### config.mk
export PLATFORM = sky130hd
export DESIGN_NAME = stripe_pattern_gen
export DESIGN_NICKNAME = d
export VERILOG_FILES = /design/src/rtl/stripe_pkg.sv /design/src/rtl/raster_cnt.sv /design/src/rtl/stripe_coder.sv /design/src/rtl/level_expand.sv /design/src/rtl/stripe_pattern_gen.sv
export SDC_FILE = /design/constraint.sdc
export NUM_CORES = 1
export LEC_CHECK = 0
export ABC_CLOCK_PERIOD_IN_PS = 1740
export BUFFER_PORTS_ARGS = -buffer_cell sky130_fd_sc_hd__buf_2
export CAP_MARGIN = 20
export CORE_UTILIZATION = 48
export DETAILED_ROUTE_END_ITERATION = 6
export PLACE_DENSITY = 0.77
export SLEW_MARGIN = 20
export SYNTH_ARGS = -nofsm -noshare
export SYNTH_HDL_FRONTEND = slang
export SYNTH_SLANG_ARGS = --single-unit
### constraint.sdc
create_clock -name clk -period 1.74 [get_ports clk]
set_input_delay 0.174 -clock clk [delete_from_list [all_inputs] [get_ports clk]]
set_output_delay 0.174 -clock clk [all_outputs]
set_load 0.03 [all_outputs]
### src/rtl/stripe_pkg.sv
package stripe_pkg;

   typedef enum logic {
      CODE_BIN  = 1'b0,
      CODE_GRAY = 1'b1
   } code_sel_e;

   typedef struct packed {
      logic valid;
      logic line_end;
      logic frame_end;
   } raster_mark_t;

endpackage

### src/rtl/raster_cnt.sv
module raster_cnt #(
   parameter int COLS  = 854,
   parameter int ROWS  = 480,
   localparam int COL_W = $clog2(COLS),
   localparam int ROW_W = $clog2(ROWS)
) (
   input  logic             clk,
   input  logic             rst_n,
   input  logic             step,
   output logic [COL_W-1:0] col,
   output logic [ROW_W-1:0] row,
   output logic             last_col,
   output logic             last_row
);

   localparam logic [COL_W-1:0] COL_LAST = COL_W'(COLS - 1);
   localparam logic [ROW_W-1:0] ROW_LAST = ROW_W'(ROWS - 1);

   if (COLS < 2) begin : g_bad_cols
      $error("raster_cnt: COLS must be at least 2");
   end
   if (ROWS < 2) begin : g_bad_rows
      $error("raster_cnt: ROWS must be at least 2");
   end

   assign last_col = (col == COL_LAST);
   assign last_row = (row == ROW_LAST);

   always_ff @(posedge clk) begin
      if (!rst_n) begin
         col <= '0;
         row <= '0;
      end else if (step) begin
         if (last_col) begin
            col <= '0;
            row <= last_row ? '0 : row + 1'b1;
         end else begin
            col <= col + 1'b1;
         end
      end
   end

   AST_COL_IN_RANGE: assert property (@(posedge clk) disable iff (!rst_n)
      col <= COL_LAST && row <= ROW_LAST);

   AST_LINE_WRAP: assert property (@(posedge clk) disable iff (!rst_n)
      step && last_col |=> col == '0);

   AST_FRAME_WRAP: assert property (@(posedge clk) disable iff (!rst_n)
      step && last_col && last_row |=> row == '0);

   AST_HOLD_IDLE: assert property (@(posedge clk) disable iff (!rst_n)
      !step |=> $stable(col) && $stable(row));

endmodule

### src/rtl/stripe_coder.sv
module stripe_coder
   import stripe_pkg::*;
#(
   parameter int CODE_W  = 10,
   parameter int NUM_PAT = CODE_W,
   parameter bit GRAY_EN = 1'b1,
   localparam int IDX_W  = $clog2(NUM_PAT + 1)
) (
   input  logic [CODE_W-1:0] col,
   input  logic [IDX_W-1:0]  idx,
   input  code_sel_e         sel,
   input  logic              inv,
   output logic              bit_out,
   output logic              idx_bad
);

   logic [CODE_W-1:0] code;
   logic              raw;

   if (NUM_PAT > CODE_W) begin : g_bad_pat
      $error("stripe_coder: NUM_PAT exceeds code width");
   end

   if (GRAY_EN) begin : g_gray
      logic [CODE_W-1:0] gray;
      assign gray = col ^ (col >> 1);
      assign code = (sel == CODE_GRAY) ? gray : col;
   end else begin : g_bin_only
      logic unused_sel;
      assign unused_sel = (sel == CODE_GRAY);
      assign code = col;
   end

   always_comb begin
      raw = 1'b0;
      for (int k = 0; k < NUM_PAT; k++) begin
         if (idx == IDX_W'(k)) raw = code[CODE_W-1-k];
      end
   end

   assign idx_bad = (idx >= IDX_W'(NUM_PAT));
   assign bit_out = idx_bad ? 1'b0 : (raw ^ inv);

endmodule

### src/rtl/level_expand.sv
module level_expand #(
   parameter int PIX_W = 8
) (
   input  logic             b,
   output logic [PIX_W-1:0] level
);

   if (PIX_W < 1) begin : g_bad_w
      $error("level_expand: PIX_W must be positive");
   end

   for (genvar i = 0; i < PIX_W; i++) begin : g_rep
      assign level[i] = b;
   end

endmodule

### src/rtl/stripe_pattern_gen.sv
module stripe_pattern_gen
   import stripe_pkg::*;
#(
   parameter int COLS    = 854,
   parameter int ROWS    = 480,
   parameter int PIX_W   = 8,
   parameter bit GRAY_EN = 1'b1,
   localparam int COL_W   = $clog2(COLS),
   localparam int ROW_W   = $clog2(ROWS),
   localparam int NUM_PAT = COL_W,
   localparam int IDX_W   = $clog2(NUM_PAT + 1)
) (
   input  logic             clk,
   input  logic             rst_n,
   input  logic             pix_en,
   input  logic [IDX_W-1:0] pat_idx,
   input  logic             code_gray,
   input  logic             invert,
   output logic             pix_valid,
   output logic             pix_bit,
   output logic [PIX_W-1:0] pix_level,
   output logic [COL_W-1:0] col_idx,
   output logic [ROW_W-1:0] row_idx,
   output logic             line_end,
   output logic             frame_end,
   output logic             idx_err
);

   logic [COL_W-1:0] col_c;
   logic [ROW_W-1:0] row_c;
   logic             last_col, last_row;
   logic             bit_c, bad_c;
   logic [PIX_W-1:0] level_c;
   code_sel_e        sel_c;
   raster_mark_t     mark_c, mark_q;

   assign sel_c = code_gray ? CODE_GRAY : CODE_BIN;

   raster_cnt #(.COLS(COLS), .ROWS(ROWS)) u_raster (
      .clk      (clk),
      .rst_n    (rst_n),
      .step     (pix_en),
      .col      (col_c),
      .row      (row_c),
      .last_col (last_col),
      .last_row (last_row)
   );

   stripe_coder #(.CODE_W(COL_W), .NUM_PAT(NUM_PAT), .GRAY_EN(GRAY_EN)) u_coder (
      .col     (col_c),
      .idx     (pat_idx),
      .sel     (sel_c),
      .inv     (invert),
      .bit_out (bit_c),
      .idx_bad (bad_c)
   );

   level_expand #(.PIX_W(PIX_W)) u_level (
      .b     (bit_c),
      .level (level_c)
   );

   assign mark_c.valid     = pix_en;
   assign mark_c.line_end  = pix_en & last_col;
   assign mark_c.frame_end = pix_en & last_col & last_row;

   always_ff @(posedge clk) begin
      if (!rst_n) begin
         mark_q    <= '0;
         pix_bit   <= 1'b0;
         pix_level <= '0;
         col_idx   <= '0;
         row_idx   <= '0;
         idx_err   <= 1'b0;
      end else begin
         mark_q    <= mark_c;
         pix_bit   <= bit_c;
         pix_level <= level_c;
         col_idx   <= col_c;
         row_idx   <= row_c;
         idx_err   <= bad_c;
      end
   end

   assign pix_valid = mark_q.valid;
   assign line_end  = mark_q.line_end;
   assign frame_end = mark_q.frame_end;

   AST_ERR_IS_BLACK: assert property (@(posedge clk) disable iff (!rst_n)
      idx_err |-> !pix_bit && pix_level == '0);

   AST_LEVEL_FULL_SCALE: assert property (@(posedge clk) disable iff (!rst_n)
      pix_level == '0 || pix_level == '1);

   AST_FRAME_ON_LINE: assert property (@(posedge clk) disable iff (!rst_n)
      frame_end |-> line_end && row_idx == ROW_W'(ROWS - 1));

   AST_MARK_NEEDS_VALID: assert property (@(posedge clk) disable iff (!rst_n)
      line_end |-> pix_valid && col_idx == COL_W'(COLS - 1));

endmodule

==> run_results.csv <==
group,metric,value,unit
routing,first_pass_iters,4,
placement,io_buffers,40,
placement,dp_hpwl,2.961,mm
final_layout,instances_no_fill,305,
pwr,cellPowerDensity,743.2,nW/um2
pwr,fin_total_pwr,1.826,mW
pwr,power_switching,472.2,uW
critical_path,startpoint_type,"flip-flop",
cts,clkTransAtPathRegs,0.08,ns
global_routing,grt_usage,20.98,%
timing,rsz0062_at_grt,"yes",
routing,drt_iter0_markers,75,
timing,fmax,560.8,MHz
pwr,seq_power_share,55.0,%
final_layout,multi_input_area,985.9,um2
global_routing,grt_overflow,0,
floorplanning,pin_count,41,
global_routing,first_global_vias,1492,
yosys,post_synth.cell_area_avg,9.913,um2
pwr,swShare,25.85,%
timing,slew_viol_final,0,
final_layout,fill_cells,299,
timing,fin_crit_sh,102.5,%
critical_path,path_max_fanout,3,
cts,cts_root_buf,"clkbuf_8",
cts,htreeDepth,2,
critical_path,worstPathRequired,1.90,ns
yosys,synth_fp_nets,217,
critical_path,cp_num_buf_inv,2,
cts,clockBufferDepth,2,
placement,gp_congestion,0.8934,
critical_path,reg2reg_depth,7,
worst_hold_path,hold_depth,3,
critical_path,timing.rr.end,"pix_level[0]",
job,maxCapViolCount,0,
yosys,yosys_warnings,0,
timing,final.setup_skew,0.008244,ns
cts,cts_tree,"done",
routing,drc,0,
routing,wl_per_cell,13.63,um
placement,dp_cells,293,
critical_path,cpPeakStageDelay,0.46,ns
pwr,p_comb_share,11.8,%
timing,period_needed,1.783,ns
critical_path,crit_slowest_cell,"mux4_2",
routing,vias_per_cell,5.197,
worst_hold_path,hold_class,"in -> reg",
run_status,status,"complete, but fails checks",
critical_path,critPathCaptureType,"flip-flop",
yosys,synth_ff_type,"dfxtp_1",
timing,final_hold_viol_count,0,
pwr,power_frac_clock,33.2,%
final_layout,nNetsFinal,279,
timing,timing.final.ws_setup,-0.04305,ns
critical_path,crit_family,"multiplexers",
run_status,violations,"setup timing",
pwr,peakVddDrop,0.0005669,V
yosys,syn_area,1923,um2
critical_path,worstReg2RegStart,"u_raster.col[1]",
timing,relSlewSlack,72.06,%
final_layout,syn2layout_area_growth,27.78,%
yosys,seq_area_frac_synth,44.76,%
critical_path,cp_cell_sequence,"inv_2, ha_4, inv_1, mux4_2, nor4bb_1, a311oi_2, o211ai_2",
global_routing,grt_max_degree,15,
floorplanning,fp.dieH,65.30,um
routing,vias,1585,
pwr,p_int,1.354,mW
yosys,async_reset_ff_share,0,%
critical_path,arrival,1.95,ns
yosys,ys_ff_latch,43,
floorplanning,die_area,4263,um2
floorplanning,die_w,65.30,um
timing,tightest_slew,0.4147,ns
final_layout,regArea,874.6,um2
cts,cts_sinks,43,
cts,clock_latency,0.29,ns
final_layout,layout-drive-gt1-share,38.52,%
global_routing,grt_pass1_wl,6.748,mm
worst_hold_path,hold_end,"u_raster.col[0]",
floorplanning,num_rows,22,
yosys,synth-edff-count,0,
global_routing,antenna_found_initial,0,
floorplanning,start_util,51.37,%
floorplanning,core,3744,um2
critical_path,worst-r2r-setup-slack,-0.04,ns
cts,cts_buffers,5,
timing,setup_viol,1,
yosys,yosys.cell_types.count,39,
pwr,p_leak,1.199,nW
critical_path,criticalPathCategory,"reg -> reg",
yosys,synthCells,194,
worst_hold_path,min_from,"pix_en",
final_layout,insertedDiodeCount,0,
routing,drtAntennaViolNets,0,
routing,wl,4.158,mm
-- sequential cells by signal, summed over array words and instances, names as in the netlist --
signal and count:
col_idx 10, u_raster.col 10, row_idx 9, u_raster.row 9, frame_end 1, idx_err 1, line_end 1, pix_level 1
pix_valid 1
-- power groups by stage --
stage	sequential [mW]	clock (mW)	combinational, mW
2_1_floorplan	1.05	0	0.138
3_3_place_gp	1.03	0	0.201
3_5_place_dp	1.03	0	0.204
4_1_cts	1.01	0.624	0.212
5_1_grt	1.01	0.675	0.235
6_report	1.00	0.606	0.216
-- through the flow --
step	setup TNS [ns]	utilization (%)	area [um2]	hold WS (ns)	worst slack, ns
3_3_place_gp	0	60.73	2273	0.4802	0.003029
4_1_cts	-0.05339	63.67	2384	0.2225	-0.05339
6_report	-0.04305	65.64	2457	0.2323	-0.04305
5_1_grt	-0.1627	65.64	2457	0.2610	-0.1197
3_5_place_dp	-0.04736	60.73	2273	0.4822	-0.04736
2_1_floorplan	0	-	1924	0.3235	0.009693
-- Yosys cell counts, types with 3 or more instances --
library cell | count | area (um2)
a21oi_1 | 4 | 20.02
and2_1 | 17 | 106.4
and3_1 | 4 | 25.02
buf_4 | 9 | 67.56
dfxtp_1 | 43 | 860.8
ha_1 | 14 | 175.2
inv_1 | 9 | 33.78
nand2_1 | 11 | 41.29
nand3_1 | 6 | 30.03
nand4_1 | 5 | 31.28
nor2_1 | 24 | 90.09
o21ai_0 | 3 | 15.01
xnor2_1 | 7 | 61.31
xor2_1 | 8 | 70.07
-- worst max-delay path by stage --
| stage | slack [ns] | start | to | depth (start not counted) |
|---|---|---|---|---|
| 3_3_place_gp | 0.003 | u_raster.col[1] | pix_level[0] | 7 |
| 2_1_floorplan | 0.01 | u_raster.col[1] | pix_level[0] | 7 |
| 3_5_place_dp | -0.05 | u_raster.col[1] | pix_level[0] | 7 |
| 5_1_grt | -0.12 | u_raster.col[1] | pix_level[0] | 7 |
| 4_1_cts | -0.05 | u_raster.col[1] | pix_level[0] | 7 |
| 6_report | -0.04 | u_raster.col[1] | pix_level[0] | 7 |
-- placed cells by master (no fill, tap or decap), types with 2 or more instances in the layout --
cell	Yosys	layout
xnor2_1	7	7
o21ai_0	3	3
xor2_1	8	8
clkinvlp_4	0	2
and2_1	17	17
nor3_1	2	2
ha_1	14	11
buf_4	9	28
mux2i_1	2	2
and3_1	4	3
inv_2	0	3
dfxtp_4	0	2
nand4_1	5	5
dfxtp_1	43	36
nand2_1	11	11
dfxtp_2	0	5
ha_4	0	3
inv_1	9	6
buf_2	1	40
a21oi_1	4	4
nor2_1	24	24
clkbuf_8	0	5
or3_1	2	2
mux4_2	2	2
nand3_1	6	6
-- final cells by class --
cell class              instances  area share [%]
clock buffers                   5           2.800
clock inverters                 3          0.8147
flip-flops and latches         43           35.59
inverters                      10           1.527
multi-input cells             128           40.12
repair buffers                 68           16.70
well taps                      48           2.444
-- per-layer routing --
layer  track usage [%]  part of all wire [%]  vias up
met3             5.556                   5.4       10
met5                 0                     0        -
li1                  -                     -      779
met2             36.08                    50       55
met1             25.08                    43      741
met4             7.065                   1.9        0
-- kinds of logic (layout without fill, tap and decap cells) --
family,Yosys count,count (layout),share of synthesized area (%)
DFF,43,43,44.76
AOI/OAI and AO/OA,15,15,6.116
and+or+nand+nor,79,79,21.73
xor gates and xnor gates,15,15,6.832
buffers and inverters,23,86,6.701
muxes,5,5,4.750
adders and majority gates,14,14,9.109
-- repair_timing --
action | CTS | global route
setup buffers | 1 | 3
gates resized for setup | 2 | 17
endpoints found under the setup margin | 1 | 9
pin swaps | 2 | 5
hold buffers | 0 | 0
-- worst min-delay path: cells and delay by family --
kind,cells,cell delay (ns)
buffers and inverters,1,0.17
xor gates and xnor gates,1,0.08
and+or+nand+nor,1,0.07
Note: power is estimated with default switching activity, not from simulation.
